`src/rtl/esq_pkg.sv`:
```
`timescale 1ns/1ps
package esq_pkg;
  typedef enum logic [1:0] {PH_PGM, PH_PV, PH_ERS, PH_EV} phase_e;
  typedef enum logic [2:0] {S_IDLE, S_WR, S_WAIT, S_RD, S_CHK, S_SUSP} state_e;

  localparam int STS_READY = 7;
  localparam int STS_SUSP  = 6;
  localparam int STS_EFAIL = 5;

  function automatic state_e entry_of(phase_e p);
    return (p == PH_PGM || p == PH_ERS) ? S_WR : S_RD;
  endfunction
endpackage

```
`src/rtl/esq_pulse_timer.sv`:
```
`timescale 1ns/1ps
module esq_pulse_timer #(
  parameter int CYC = 2
) (
  input  logic clk,
  input  logic rst,
  input  logic run,
  output logic expire
);
  localparam int CW = $clog2(CYC + 1);
  logic [CW-1:0] cnt;

  always_ff @(posedge clk) begin
    if (rst || !run) cnt <= '0;
    else             cnt <= cnt + 1'b1;
  end

  assign expire = run && (cnt == CW'(CYC - 1));
endmodule

```
`src/rtl/esq_host_gate.sv`:
```
`timescale 1ns/1ps
module esq_host_gate #(
  parameter int BLK_W = 2
) (
  input  logic             clk,
  input  logic             rst,
  input  logic             open_win,
  input  logic             guard_en,
  input  logic [BLK_W-1:0] guard_blk,
  input  logic             host_rd,
  input  logic [BLK_W-1:0] host_blk,
  output logic             grant,
  output logic             rvalid,
  output logic             rerr
);
  assign grant = host_rd && open_win && !(guard_en && host_blk == guard_blk);

  always_ff @(posedge clk) begin
    if (rst) begin
      rvalid <= 1'b0;
      rerr   <= 1'b0;
    end else begin
      rvalid <= grant;
      rerr   <= host_rd && !grant;
    end
  end
endmodule

```
`src/rtl/esq_ctrl.sv`:
```
`timescale 1ns/1ps
module esq_ctrl
  import esq_pkg::*;
#(
  parameter int BLK_W     = 2,
  parameter int OFF_W     = 3,
  parameter int BLK_WORDS = 8,
  parameter int DATA_W    = 8,
  parameter int MAX_RETRY = 3
) (
  input  logic                   clk,
  input  logic                   rst,
  input  logic                   cmd_erase,
  input  logic [BLK_W-1:0]       cmd_blk,
  input  logic                   cmd_suspend,
  input  logic                   cmd_resume,
  input  logic                   tmr_expire,
  output logic                   tmr_run,
  input  logic [DATA_W-1:0]      rdata,
  output logic                   seq_we,
  output logic                   seq_re,
  output logic [BLK_W+OFF_W-1:0] seq_addr,
  output logic [DATA_W-1:0]      seq_wdata,
  output logic [BLK_W-1:0]       tgt_blk,
  output logic                   is_idle,
  output logic                   is_susp,
  output logic                   fail_q,
  output logic                   done_q
);
  localparam int RW = $clog2(MAX_RETRY + 1);

  state_e            state;
  phase_e            phase, nxt_phase;
  logic [OFF_W-1:0]  off;
  logic [RW-1:0]     retry;
  logic              pend;
  logic [DATA_W-1:0] pat;
  logic              last_off, match, adv, fin, is_write_ph;

  assign is_write_ph = (phase == PH_PGM) || (phase == PH_ERS);
  assign pat         = (phase == PH_PGM || phase == PH_PV) ? '0 : '1;
  assign last_off    = (off == OFF_W'(BLK_WORDS - 1));
  assign match       = (rdata == pat);
  assign adv         = (state == S_WAIT && tmr_expire && is_write_ph) ||
                       (state == S_CHK && match);
  assign fin         = adv && last_off && (phase == PH_EV);
  assign nxt_phase   = last_off ? phase_e'(phase + 2'd1) : phase;

  always_ff @(posedge clk) begin
    if (rst) begin
      state  <= S_IDLE;
      phase  <= PH_PGM;
      off    <= '0;
      retry  <= '0;
      pend   <= 1'b0;
      tgt_blk <= '0;
      fail_q <= 1'b0;
      done_q <= 1'b0;
    end else begin
      if (cmd_suspend && state != S_IDLE && state != S_SUSP) pend <= 1'b1;
      if (fin) begin
        state  <= S_IDLE;
        done_q <= 1'b1;
        pend   <= 1'b0;
      end else if (adv) begin
        off   <= last_off ? '0 : off + 1'b1;
        phase <= nxt_phase;
        retry <= '0;
        pend  <= 1'b0;
        state <= (pend || cmd_suspend) ? S_SUSP : entry_of(nxt_phase);
      end else begin
        case (state)
          S_IDLE: if (cmd_erase) begin
            tgt_blk <= cmd_blk;
            phase   <= PH_PGM;
            off     <= '0;
            retry   <= '0;
            pend    <= 1'b0;
            fail_q  <= 1'b0;
            done_q  <= 1'b0;
            state   <= S_WR;
          end
          S_WR:   state <= S_WAIT;
          S_WAIT: if (tmr_expire) state <= S_RD;
          S_RD:   state <= S_CHK;
          S_CHK: begin
            if (retry < RW'(MAX_RETRY)) begin
              retry <= retry + 1'b1;
              state <= S_WR;
            end else begin
              fail_q <= 1'b1;
              done_q <= 1'b1;
              pend   <= 1'b0;
              state  <= S_IDLE;
            end
          end
          S_SUSP: if (cmd_resume) begin
            pend  <= 1'b0;
            state <= entry_of(phase);
          end
          default: state <= S_IDLE;
        endcase
      end
    end
  end

  assign tmr_run   = (state == S_WAIT);
  assign seq_we    = (state == S_WR);
  assign seq_re    = (state == S_RD);
  assign seq_addr  = {tgt_blk, off};
  assign seq_wdata = pat;
  assign is_idle   = (state == S_IDLE);
  assign is_susp   = (state == S_SUSP);
endmodule

```
`src/rtl/erase_seq.sv`:
```
`timescale 1ns/1ps
module erase_seq
  import esq_pkg::*;
#(
  parameter int NUM_BLK   = 4,
  parameter int BLK_WORDS = 8,
  parameter int DATA_W    = 8,
  parameter int MAX_RETRY = 3,
  parameter int PULSE_CYC = 2,
  localparam int BLK_W    = (NUM_BLK > 1) ? $clog2(NUM_BLK) : 1,
  localparam int OFF_W    = (BLK_WORDS > 1) ? $clog2(BLK_WORDS) : 1,
  localparam int ADDR_W   = BLK_W + OFF_W
) (
  input  logic              clk,
  input  logic              rst,
  input  logic              cmd_erase,
  input  logic [BLK_W-1:0]  cmd_blk,
  input  logic              cmd_suspend,
  input  logic              cmd_resume,
  input  logic              host_rd,
  input  logic [ADDR_W-1:0] host_addr,
  output logic [DATA_W-1:0] host_rdata,
  output logic              host_rvalid,
  output logic              host_rerr,
  output logic [7:0]        sts,
  output logic              done,
  output logic              arr_we,
  output logic              arr_re,
  output logic [ADDR_W-1:0] arr_addr,
  output logic [DATA_W-1:0] arr_wdata,
  input  logic [DATA_W-1:0] arr_rdata
);
  logic              tmr_run, tmr_expire;
  logic              seq_we, seq_re, grant;
  logic [ADDR_W-1:0] seq_addr;
  logic [DATA_W-1:0] seq_wdata;
  logic [BLK_W-1:0]  tgt_blk;
  logic              is_idle, is_susp, fail_q;

  esq_pulse_timer #(.CYC(PULSE_CYC)) u_tmr (
    .clk(clk), .rst(rst), .run(tmr_run), .expire(tmr_expire)
  );

  esq_ctrl #(
    .BLK_W(BLK_W), .OFF_W(OFF_W), .BLK_WORDS(BLK_WORDS),
    .DATA_W(DATA_W), .MAX_RETRY(MAX_RETRY)
  ) u_ctrl (
    .clk(clk), .rst(rst), .cmd_erase(cmd_erase), .cmd_blk(cmd_blk),
    .cmd_suspend(cmd_suspend), .cmd_resume(cmd_resume),
    .tmr_expire(tmr_expire), .tmr_run(tmr_run), .rdata(arr_rdata),
    .seq_we(seq_we), .seq_re(seq_re), .seq_addr(seq_addr), .seq_wdata(seq_wdata),
    .tgt_blk(tgt_blk), .is_idle(is_idle), .is_susp(is_susp),
    .fail_q(fail_q), .done_q(done)
  );

  esq_host_gate #(.BLK_W(BLK_W)) u_gate (
    .clk(clk), .rst(rst), .open_win(is_idle || is_susp), .guard_en(is_susp),
    .guard_blk(tgt_blk), .host_rd(host_rd),
    .host_blk(host_addr[ADDR_W-1 -: BLK_W]),
    .grant(grant), .rvalid(host_rvalid), .rerr(host_rerr)
  );

  assign arr_we     = seq_we;
  assign arr_re     = seq_re || grant;
  assign arr_addr   = grant ? host_addr : seq_addr;
  assign arr_wdata  = seq_wdata;
  assign host_rdata = arr_rdata;

  always_comb begin
    sts            = '0;
    sts[STS_READY] = is_idle || is_susp;
    sts[STS_SUSP]  = is_susp;
    sts[STS_EFAIL] = fail_q;
  end
endmodule

```
`config.mk`:
```
export PLATFORM = sky130hd
export DESIGN_NAME = erase_seq
export DESIGN_NICKNAME = d
export VERILOG_FILES = /design/src/rtl/esq_pkg.sv /design/src/rtl/esq_pulse_timer.sv /design/src/rtl/esq_host_gate.sv /design/src/rtl/esq_ctrl.sv /design/src/rtl/erase_seq.sv
export SDC_FILE = /design/constraint.sdc
export NUM_CORES = 1
export LEC_CHECK = 0
export BUFFER_PORTS_ARGS = -buffer_cell sky130_fd_sc_hd__buf_4
export CORE_UTILIZATION = 49
export CTS_CLUSTER_DIAMETER = 50
export DETAILED_ROUTE_END_ITERATION = 12
export PLACE_DENSITY = 0.8
export SETUP_SLACK_MARGIN = 0.4
export SLEW_MARGIN = 30
export SYNTH_ARGS = -nofsm -noshare
export SYNTH_HDL_FRONTEND = slang
export SYNTH_SLANG_ARGS = --single-unit
```
`constraint.sdc`:
```
create_clock -name clk -period 2.8 [get_ports clk]
set_input_delay 0.14 -clock clk [delete_from_list [all_inputs] [get_ports clk]]
set_output_delay 0.14 -clock clk [all_outputs]
set_load 0.1 [all_outputs]
```
Yosys cells after proc, flatten, opt, wreduce, memory -nomap -nowiden
Cells that the tools add are included.
Word-level totals
  bits in registers: 19
  input port bits: 21
Operators by class
  add/subtract/negate cells: 4
  $lt $le $gt $ge: 1
  equal/unequal tests: 23
  multiplexer cells: 32
  bitwise operators: 2
  reductions and logical operators: 40
Operator list (count)
  3-bit two-way mux: 9
  3-bit case mux with 6 select lines: 1
  2-bit two-way mux: 8
  3-bit by 2-bit != test with 1-bit output (second input constant): 5
  1-bit logical AND: 12
  4-bit AND reduction: 3
  3-bit == test (second input constant): 3
  1-bit two-way mux: 9
  3-bit nonzero test: 3
  8-bit == test: 1
  1-bit logical OR: 8
  8-bit two-way mux: 1
  2-bit by 1-bit adder with 2-bit output (second input constant): 3
  2-bit == test (second input constant): 3
  3-bit by 2-bit == test with 1-bit output (second input constant): 2
  2-bit != test (second input constant): 3
  3-bit AND reduction: 2
  2-bit nonzero test: 3
  5-bit two-way mux: 1
  5-bit AND reduction: 1
  2-bit by 1-bit == test with 1-bit output (second input constant): 2
  2-bit logical NOT: 2
  2-bit case mux with 2 select lines: 1
  3-bit by 1-bit adder with 3-bit output (second input constant): 1
  other kinds (12): 15

Logic depth before layout (Yosys ltp)
Gate-level depths: netlist of run 1.
  depth in word-level cells: 10
  gate-level depth with buffers: 7
  depth with buffers taken out: 6

Cells and area by module
A second synthesis of run 1 with hierarchy kept.
Unflattened totals
  cells, all modules: 180
  area, all modules: 1537.7 µm²
By module, submodules not included
  esq_ctrl: times used 1, cells an instance 139, area an instance 1159.9 µm²
  erase_seq: times used 1, cells an instance 23, area an instance 185.2 µm²
  esq_host_gate: times used 1, cells an instance 11, area an instance 105.1 µm²
  esq_pulse_timer: times used 1, cells an instance 7, area an instance 87.6 µm²

Worst setup path after synthesis of run 1
No wires, ideal clock.
  kind: register to output
  start: register u_ctrl.state[0]
  end: output arr_we
  arrival time: 2.817 ns
  data required time: 2.660 ns
  setup slack: -0.157 ns
  stages on the path, launching flop included: 4
  buffers on the path: 1
  path through: dfxtp_1 clkbuf_1 inv_1 nor3_1
On the way
  longest elaborated chain between the ends: 1
RTL lines
  from (decl): RTL line esq_ctrl.sv:32  | state_e state;
  from (signal assigned): RTL line esq_ctrl.sv:70  | state <= (pend || cmd_suspend) ? S_SUSP : entry_of(nxt_phase);
  from (signal assigned): RTL line esq_ctrl.sv:99  | state <= entry_of(phase);
  3-bit by 1-bit == test with 1-bit output: RTL line esq_ctrl.sv:108  | assign seq_we = (state == S_WR);
  to (decl): RTL line erase_seq.sv:27  | output logic arr_we,
No other way between the ends.

Final worst setup path of run 1
  start: register u_ctrl.state[0]
  end: output arr_addr[0]
On the way
  longest elaborated chain between the ends: 5
RTL lines
  3-bit == test or 3-bit logical NOT (tied branches): RTL line esq_ctrl.sv:113, esq_ctrl.sv:112
  1-bit logical OR or 1-bit logical AND (tied branches): RTL line erase_seq.sv:57, esq_host_gate.sv:16
  1-bit logical AND or 1-bit logical NOT (tied branches): RTL line esq_host_gate.sv:16  | assign grant = host_rd && open_win && !(guard_en && host_blk == guard_blk);
  1-bit logical AND (*): RTL line esq_host_gate.sv:16
  5-bit two-way mux (*): RTL line erase_seq.sv:65  | assign arr_addr = grant ? host_addr : seq_addr;
  to (decl): RTL line erase_seq.sv:29  | output logic [ADDR_W-1:0] arr_addr,
Mark *: on every way between the ends. The rest lies on a longest branch, timed or not.

==> run metrics, run 1 <==
status finished, violations left; violated checks DRC; Max IR drop VDD 288.7 uV; Yosys reg bits 19; Cells after DPL 225; top cell type's share of synthesized area 25.74%; Detailed Place HPWL 2766 um; Crit Path Max Fanout 14; mapped cell area 1478 um^2; internal power 421.0 uW; Final Setup Violations 0; number of H-tree levels 1; Pins Over Slew Limit 0; Total GRT Usage 21.59%; Switching Power 334.7 uW; most frequent cells in the layout buf_4, dfxtp_1, nor2_1; setup bufs post-CTS 0; Max Cap Viol 0; Layout area overhead 18.97%; simple-gate share of the synthesized area 24.47%; Main synth FF type dfxtp_1; post-synthesis cell count 170; final setup TNS 0 ns; Worst-Margin Slew 0.6097 ns; Total Wirelength 3428 um; hold buffers post-CTS 0; post-synth top area cell dfxtp_1; CP arrival 2.17 ns; Comb pwr share 43.8%; clock sink total 19; Syn Area/Cell 8.692 um^2; Sw Ratio 44.29%; antenna violations before repair 0; power share of the sequential group 38.2%; GRT overflow 0; RSZ-0062 raised after global routing no; number of routed nets with antenna violations 0; post-synthesis mux area share 8.044%; post-synthesis compound-gate area fraction 16.60%; Root Driver clkbuf_4; FFs w/ async S/R, synth 0%; fin crit share 82.66%; CTS Buffer Depth 2; CTS buffer count 3; DIE HEIGHT 56.92 um; num rows 19; Avg Vias per Cell 5.725; total power 755.7 uW; FF/Latch Area 385.4 um^2; main combinational cell family by area after synthesis simple AND/OR/NAND/NOR gates; worst setup path class register to output pin; Final GP Congestion 0.9420; DRC 7; share of cells above drive strength 1 37.37%; XOR/XNOR share of the synthesized area 1.778%; Adder-Cell Fraction of Synth Area 6.774%; Max Clk Rate 432.1 MHz; Final Skew 0.003775 ns; Final Hold Vio Count 0; Final Net Count 228; Design Area, Final 1758 um^2; I/O pins 55; Tmin final 2.314 ns; clock-pin slew on the worst setup and hold paths 0.10 ns; data required time of the critical path 2.66 ns; CTS tree done; largest net degree at the start of global routing 21; HP Class input port to register; area taken by multi-input logic gates 883.3 um^2; die area 3239 um^2; Skew-Pair Late Insertion Delay 0.29 ns; power density over the cells 429.9 nW/um^2; CP endpoint kind output pin; Final Non-Filler Cells 229; # fillers 241; Clk pwr share 18.0%; Final Util 62.67%; Netlist cell types 54; Warnings, synthesis 0; vias in the first global route 1241; DR iter-0 viols 34; sequential area share after synthesis 25.74%; core outline area 2805 um^2; number of port buffers 49; Post-synth EDFFs 0; DRT Pass-1 Iters 8; Initial Util 52.68%; Slew headroom 58.98%; Post-DP Area 1714 um^2; global-route wire length before repair 5547 um; Vias 1311; wire per inst 14.97 um; Die Width 56.92 um; n_diodes 0; CP startpoint kind register; top post-synthesis cells by area dfxtp_1, buf_4, ha_1; Static Leak 0.0007547 uW; most common cell after layout, fill and taps aside buf_4
==> timing repair <==
item / 4_1_cts / 5_1_grt
gates resized for setup: 3 / 4
endpoints found under the setup margin: 3 / 3
pin swaps: 0 / 0
==> through the flow <==
stage,setup slack [ns],hold WS (ns)
after floorplan,0.5912,0.2872
after global placement,0.5312,0.3731
after detailed placement,0.4500,0.3876
after CTS,0.4482,0.08764
after global routing,0.4022,0.1091
final,0.4855,0.08698
==> state kept, by name, summed over array words and instances (netlist names) <==
| register | flops |
|---|---|
| u_ctrl.fail_q | 1 |
| u_ctrl.off | 3 |
| u_ctrl.retry | 2 |
| u_ctrl.state | 3 |
| u_ctrl.tgt_blk | 2 |
| u_gate.rerr | 1 |
| u_ctrl.done_q | 1 |
| u_gate.rvalid | 1 |
| u_tmr.cnt | 2 |
| u_ctrl.phase | 2 |
| u_ctrl.pend | 1 |
==> area by class of cell <==
cell class                 count  area share (%)
tap                           31           2.206
sequential                    19           21.92
multi-input combinational    116           50.25
timing repair buffer          52           22.63
clock buffer                   4           1.495
inverter                       7           1.495
==> power by group through the flow <==
stage	sequential [uW]	combinational (uW)	clock (uW)
6_report	289	331	136
5_1_grt	290	344	146
4_1_cts	289	327	138
3_5_place_dp	295	326	0
3_3_place_gp	294	324	0
2_1_floorplan	313	252	0
==> cell families (layout without fill, tap and decap cells) <==
logic type / after synthesis / count (layout)
adders and majority gates: 8 / 8
other: 1 / 5
buffers and inverters: 39 / 63
DFF: 19 / 19
AOI/OAI and AO/OA: 26 / 26
xor gates and xnor gates: 3 / 3
muxes: 11 / 11
and+or+nand+nor: 63 / 63
==> synthesized netlist by cell type (all sizes together), types with 2 or more instances <==
cell type,n
and2,2
nor2,15
buf,26
nor4,3
or3,2
or3b,2
nor2b,5
o32ai,3
dfxtp,19
clkbuf,6
ha,8
nor3b,2
mux2i,4
nand4,3
o2bb2ai,2
xnor2,3
inv,7
nand2,6
a211oi,2
mux2,7
nand3,2
a21oi,3
nor3,5
or2,2
nand2b,5
o31a,2
nor4b,2
a311oi,2
a31oi,2
==> routing by layer <==
metal  track usage [%]  routed length [um]
met5                 0                   0
met4             4.181                  17
met3             2.765                 226
met2             39.16                1811
met1             27.32                1372
==> final timing paths <==
path	slack [ns]	startpoint	depth (start not counted)	to
hold / removal	0.09	cmd_blk[0]	3	u_ctrl.tgt_blk[0]$_SDFFE_PP0P_
setup reg to reg	0.50	u_ctrl.state[2]$_SDFFE_PP0P_	4	u_ctrl.phase[0]$_SDFFE_PP0P_
hold reg to reg	0.44	u_tmr.cnt[0]$_SDFF_PP0_	1	u_tmr.cnt[0]$_SDFF_PP0_
setup / recovery	0.49	u_ctrl.state[0]$_SDFFE_PP0P_	6	arr_addr[0]
==> worst max-delay path: stages, from the launching register on <==
cell	delay, ns
dfxtp_4	0.40
nor2b_1	0.18
or3_1	0.39
inv_1	0.11
and3_4	0.23
mux2_2	0.33
buf_4	0.23
No activity file was read; power rests on OpenSTA's default activity.
==> inputs of run 2 (changes only) <==
==> constraint.sdc (replaced) <==
create_clock -name clk -period 2.3 [get_ports clk]
set_input_delay 0.115 -clock clk [delete_from_list [all_inputs] [get_ports clk]]
set_output_delay 0.115 -clock clk [all_outputs]
set_load 0.1 [all_outputs]
==> run 2 against run 1 <==
  * The run still ends with DRC left
  * Utilization increased by 7.8 points
  * Non-clock buffer count increased by 12
  * Wire length increased by 16%
  * Cell count grew 5.2%
  * Hold slack got worse by 0.049 ns
  * Sequential share of layout area down 2.4 points
  * Critical path depth is the same
  * Total power rose by 33%
  * Largest cell class unchanged
==> run metrics, run 2 (synthesis results as in run 1) <==
status finished, violations left; violated checks DRC; I/O pins 55 (unchanged); CTS Buffer Depth 2 (unchanged); Pins Over Slew Limit 0 (unchanged); Final Skew 0.002833 ns (-0.0009426 ns); Max Cap Viol 0 (unchanged); die area 3239 um^2 (unchanged); Final WS setup 0.1944 ns (-0.2911 ns); Post-DP Area 1747 um^2 (+1.9%); fin crit share 91.55%; core outline area 2805 um^2 (unchanged); global-route wire length before repair 6134 um (+11%); antenna violations before repair 0 (unchanged); largest net degree at the start of global routing 21 (unchanged); final setup TNS 0 ns (unchanged); num rows 19 (unchanged); data required time of the critical path 2.18 ns (-0.48 ns); Layout area overhead 33.79%; wire per inst 16.47 um (+10%); Static Leak 0.0008448 uW (+12%); Max Clk Rate 474.9 MHz; number of port buffers 49 (unchanged); Largest regs u_ctrl.off: 3 flops, u_ctrl.state: 3 flops; GRT overflow 0 (unchanged); clock-pin slew on the worst setup and hold paths 0.12 ns (+0.02 ns); CP endpoint kind output pin; Final GP Congestion 0.9373 (-0.50%); number of routed nets with antenna violations 0 (unchanged); Design Area, Final 1977 um^2 (+12%); Final Util 70.47% (+7.8 points); n_diodes 0 (unchanged); Initial Util 52.68% (unchanged); Root Driver clkbuf_4; Skew-Pair Late Insertion Delay 0.31 ns (+0.02 ns); Final Net Count 240 (+5.3%); Final Hold Vio Count 0 (unchanged); CTS tree done; CP startpoint kind register; CTS buffer count 3 (unchanged); DRC 11 (+4); Die Width 56.92 um (unchanged); Total GRT Usage 24.39% (+2.8 points); power density over the cells 507.0 nW/um^2 (+18%); most frequent cells in the layout buf_4, nor2_1, dfxtp_1; Detailed Place HPWL 2782 um (+0.56%); clock sink total 19 (unchanged); number of H-tree levels 1 (unchanged); Max IR drop VDD 523.7 uV (+81%); share of cells above drive strength 1 46.19% (+8.8 points); Tmin final 2.106 ns; Slew headroom 62.38% (+3.4 points); Vias 1419 (+8.2%); DR iter-0 viols 48 (+41%); worst setup path class register to output pin; HP Class input port to register; Worst-Margin Slew 0.5501 ns (-0.05956 ns); DRT Pass-1 Iters 8 (unchanged); vias in the first global route 1372 (+11%); hold buffers post-CTS 0 (unchanged); Total Wirelength 3970 um (+16%); Crit Path Max Fanout 6 (-8); CP arrival 1.99 ns (-0.18 ns); most common cell after layout, fill and taps aside buf_4; dpl ws 0.2274 ns (-0.2226 ns); RSZ-0062 raised after global routing yes; Final Setup Violations 0 (unchanged); Avg Vias per Cell 5.888 (+2.8%); DIE HEIGHT 56.92 um (unchanged)
-- run 2: cell types whose count changed in the layout (fill, tap and decap cells not counted), moves of 3 or more --
cell / before / now
buf_12: 0 / 4
buf_4: 50 / 56
dfxtp_1: 17 / 14
dfxtp_2: 1 / 5
mux2_2: 6 / 3
mux2_4: 0 / 3
-- run 2: path summary, 6_finish.rpt --
path	start	end	slack (ns)	cells past startpoint
worst max register to register	u_ctrl.state[2]$_SDFFE_PP0P_	u_ctrl.phase[0]$_SDFFE_PP0P_	0.30	4
worst min-delay path	cmd_blk[0]	u_ctrl.tgt_blk[0]$_SDFFE_PP0P_	0.04	3
worst max-delay path	u_ctrl.state[2]$_SDFFE_PP0P_	arr_addr[0]	0.19	6
worst min register to register	u_tmr.cnt[0]$_SDFF_PP0_	u_tmr.cnt[0]$_SDFF_PP0_	0.43	1
-- run 2: per-stage QoR --
| step | std cells | hold WS, ns | power [uW] |
|---|---|---|---|
| after floorplan | 174 | 0.2622 | 692.1 |
| after global placement | 227 | 0.3519 | 757.9 |
| after detailed placement | 227 | 0.3581 | 763.8 |
| after CTS | 239 | 0.04531 | 978.9 |
| after global routing | 241 | 0.04024 | 1030 |
| final | 241 | 0.03772 | 1002 |
-- run 2: final cells by class --
cell class | count | area [um^2]
clock buffers | 3 | 22.52
inverters | 7 | 28.78
well taps | 31 | 38.79
fillers | 217 | 828.3
multi-input cells | 116 | 939.7
clock inverters | 1 | 7.507
flip-flops and latches | 19 | 386.6
repair buffers | 64 | 553.0
-- run 2: repair_timing --
item                                    CTS  global route
endpoints found under the setup margin   14            18
buffers inserted                          8             2
resized for setup                        24            10
pin swaps                                 2             1
-- run 2: worst max-delay path, stage by stage, from the launching register on --
cell and delay (ns):
dfxtp_2 0.37, nor2b_1 0.16, or3_4 0.35, inv_4 0.06, and3_4 0.23, mux2_4 0.33
buf_12 0.17
-- run 2: per-layer routing --
layer | share of wire [%] | GRT usage (%)
met1 | 36 | 26.69
met2 | 54 | 44.37
met3 | 6.5 | 5.530
met4 | 2.9 | 11.15
met5 | 0 | 0
-- run 2: power breakdown --
| part | switching [uW] | internal [uW] | leakage (uW) | total [uW] |
|---|---|---|---|---|
| clock | 115 | 66.3 | 0.0000139 | 181 |
| sequential | 8.30 | 342 | 0.000157 | 350 |
| combinational | 321 | 150 | 0.000674 | 471 |
| total | 444 | 558 | 0.000845 | 1000 |
==> inputs of run 3 (changes only) <==
--- a/config.mk
+++ b/config.mk
@@ -9,6 +9,7 @@
 export CORE_UTILIZATION = 49
 export CTS_CLUSTER_DIAMETER = 50
 export DETAILED_ROUTE_END_ITERATION = 12
+export HOLD_SLACK_MARGIN = 0.06
 export PLACE_DENSITY = 0.8
 export SETUP_SLACK_MARGIN = 0.4
 export SLEW_MARGIN = 30
==> constraint.sdc (replaced) <==
create_clock -name clk -period 2.4 [get_ports clk]
set_input_delay 0.12 -clock clk [delete_from_list [all_inputs] [get_ports clk]]
set_output_delay 0.12 -clock clk [all_outputs]
set_load 0.1 [all_outputs]
==> run 3 against run 2 <==
  * The run still ends with DRC left
  * Final area increased by 4.7%
  * First-iteration DRC count rose by 42%
  * Hold slack gained 0.036 ns
  * Largest cell class unchanged
==> run metrics, run 3 (synthesis results as in run 1) <==
RSZ-0062 raised after global routing yes; CTS buffer count 3 (unchanged); Final WS setup 0.2452 ns (+0.05075 ns); DRT Pass-1 Iters 10 (+2); Final Skew 0.001271 ns (-0.001561 ns); DRC 6 (-5); Switching Power 435.0 uW (-2.1%); most common cell after layout, fill and taps aside buf_4; CP arrival 2.03 ns (+0.04 ns); clock-pin slew on the worst setup and hold paths 0.12 ns (about the same); Slew headroom 66.43% (+4.1 points); DR iter-0 viols 68 (+42%); CTS tree done; Final GP Congestion 0.9615 (+2.6%); Final Hold Vio Count 0 (unchanged); Die Width 56.92 um (unchanged); Worst-Margin Slew 0.4997 ns (-0.05047 ns); number of port buffers 49 (unchanged); I/O pins 55 (unchanged); worst setup path class register to output pin; largest net degree at the start of global routing 21 (unchanged); Clk pwr share 18.3% (+0.2 points); Avg Vias per Cell 5.725 (-2.8%); Post-DP Area 1728 um^2 (-1.1%); busiest grt layer met2; Final Net Count 246 (+2.5%); Total GRT Usage 23.97% (-0.42 points); HP Class input port to register; clock sink total 19 (unchanged); violated checks DRC; CP startpoint kind register; DIE HEIGHT 56.92 um (unchanged); CP endpoint kind output pin; Pins Over Slew Limit 0 (unchanged); core outline area 2805 um^2 (unchanged); num rows 19 (unchanged); dpl ws 0.2242 ns (-0.003221 ns); power density over the cells 473.0 nW/um^2 (-6.7%); Max Clk Rate 464.1 MHz; Global Route met3 Usage 2.995% (-2.5 points); final setup TNS 0 ns (unchanged); grt met1 use 30.98% (+4.3 points); Total Wirelength 4069 um (+2.5%); Final Setup Violations 0 (unchanged); die area 3239 um^2 (unchanged); Detailed Place HPWL 2724 um (-2.1%); Sw Ratio 44.41% (+0.075 points); Vias 1414 (-0.35%); status finished, violations left; n_diodes 0 (unchanged); wire per inst 16.47 um (about the same); Comb pwr share 47.5% (+0.5 points); fin crit share 89.78%; Design Area, Final 2071 um^2 (+4.7%); Layout area overhead 40.14%; Skew-Pair Late Insertion Delay 0.32 ns (about the same); global-route wire length before repair 5954 um (-2.9%); CTS Buffer Depth 2 (unchanged); number of routed nets with antenna violations 0 (unchanged); most frequent cells in the layout buf_4, dfxtp_1, nor2_1; Max Cap Viol 0 (unchanged); Crit Path Max Fanout 12 (+6); power share of the sequential group 34.2% (-0.7 points); vias in the first global route 1268 (-7.6%); internal power 544.5 uW (-2.4%); Initial Util 52.68% (unchanged); Root Driver clkbuf_4; Max IR drop VDD 534.2 uV (+2.0%); antenna violations before repair 0 (unchanged); number of H-tree levels 1 (unchanged); GRT overflow 0 (unchanged); met2 Use GR 40.34% (-4.0 points); share of cells above drive strength 1 47.22% (+1.0 points); Largest regs u_ctrl.off: 3 flops, u_ctrl.state: 3 flops; data required time of the critical path 2.28 ns (+0.10 ns); Static Leak 0.0008954 uW (+6.0%); Tmin final 2.155 ns; total power 979.5 uW (-2.3%)
-- run 3: changes by cell type in the layout (fill, tap and decap cells not counted), sizes merged --
cell	change
clkinvlp	-1
dlygate4sd3	+2
buf	+4
clkinv	+1
-- run 3: power by group through the flow --
stage	clock network (uW)	logic (uW)	registers, uW
after CTS	179	441	334
after floorplan	0	295	365
after global placement	0	377	343
after global routing	188	480	337
final	179	465	335
after detailed placement	0	381	344
-- run 3: path summary, 6_finish.rpt --
kind | startpoint | end | slack, ns | depth (start not counted)
worst max-delay path | u_ctrl.state[1]$_SDFFE_PP0P_ | arr_addr[2] | 0.25 | 6
worst min-delay path | host_rd | u_gate.rerr$_SDFF_PP0_ | 0.07 | 2
worst max register to register | u_ctrl.state[0]$_SDFFE_PP0P_ | u_ctrl.phase[0]$_SDFFE_PP0P_ | 0.30 | 5
worst min register to register | u_tmr.cnt[0]$_SDFF_PP0_ | u_tmr.cnt[0]$_SDFF_PP0_ | 0.43 | 1
-- run 3: repair_timing --
item,CTS,global route
hold buffers,2,0
pin swaps,2,2
setup endpoints to repair,17,12
gates resized for setup,38,8
setup buffers,8,7
endpoints found under the hold margin,2,0
-- run 3: routing by layer --
layer | routed length [um] | part of all wire [%] | vias to the layer above
met3 | 269 | 6.6 | 9
li1 | - | - | 675
met1 | 1635 | 40 | 667
met2 | 2071 | 51 | 63
met4 | 92 | 2.3 | 0
met5 | 0 | 0 | -
-- run 3: metrics by stage --
| step | hold slack (ns) | utilization [%] | cells |
|---|---|---|---|
| 3_5_place_dp | 0.3616 | 61.60 | 226 |
| 6_report | 0.07369 | 73.82 | 247 |
| 5_1_grt | 0.08373 | 73.82 | 247 |
| 3_3_place_gp | 0.3545 | 61.60 | 226 |
| 4_1_cts | 0.07374 | 70.61 | 240 |
| 2_1_floorplan | 0.2672 | - | 174 |
-- run 3: cell type report --
cell class	instances	area, um^2
fill	197	734.5
sequential	19	386.6
clock inverter	1	5.005
timing repair buffer	70	620.6
clock buffer	3	22.52
inverter	7	28.78
multi-input combinational	116	968.4
tap	31	38.79
-- run 3: worst max-delay path: stages (launching register included) --
cell and delay, ns:
dfxtp_2 0.36, buf_12 0.14, or3_4 0.41, inv_4 0.07, and3_4 0.23, mux2_4 0.34
buf_12 0.17
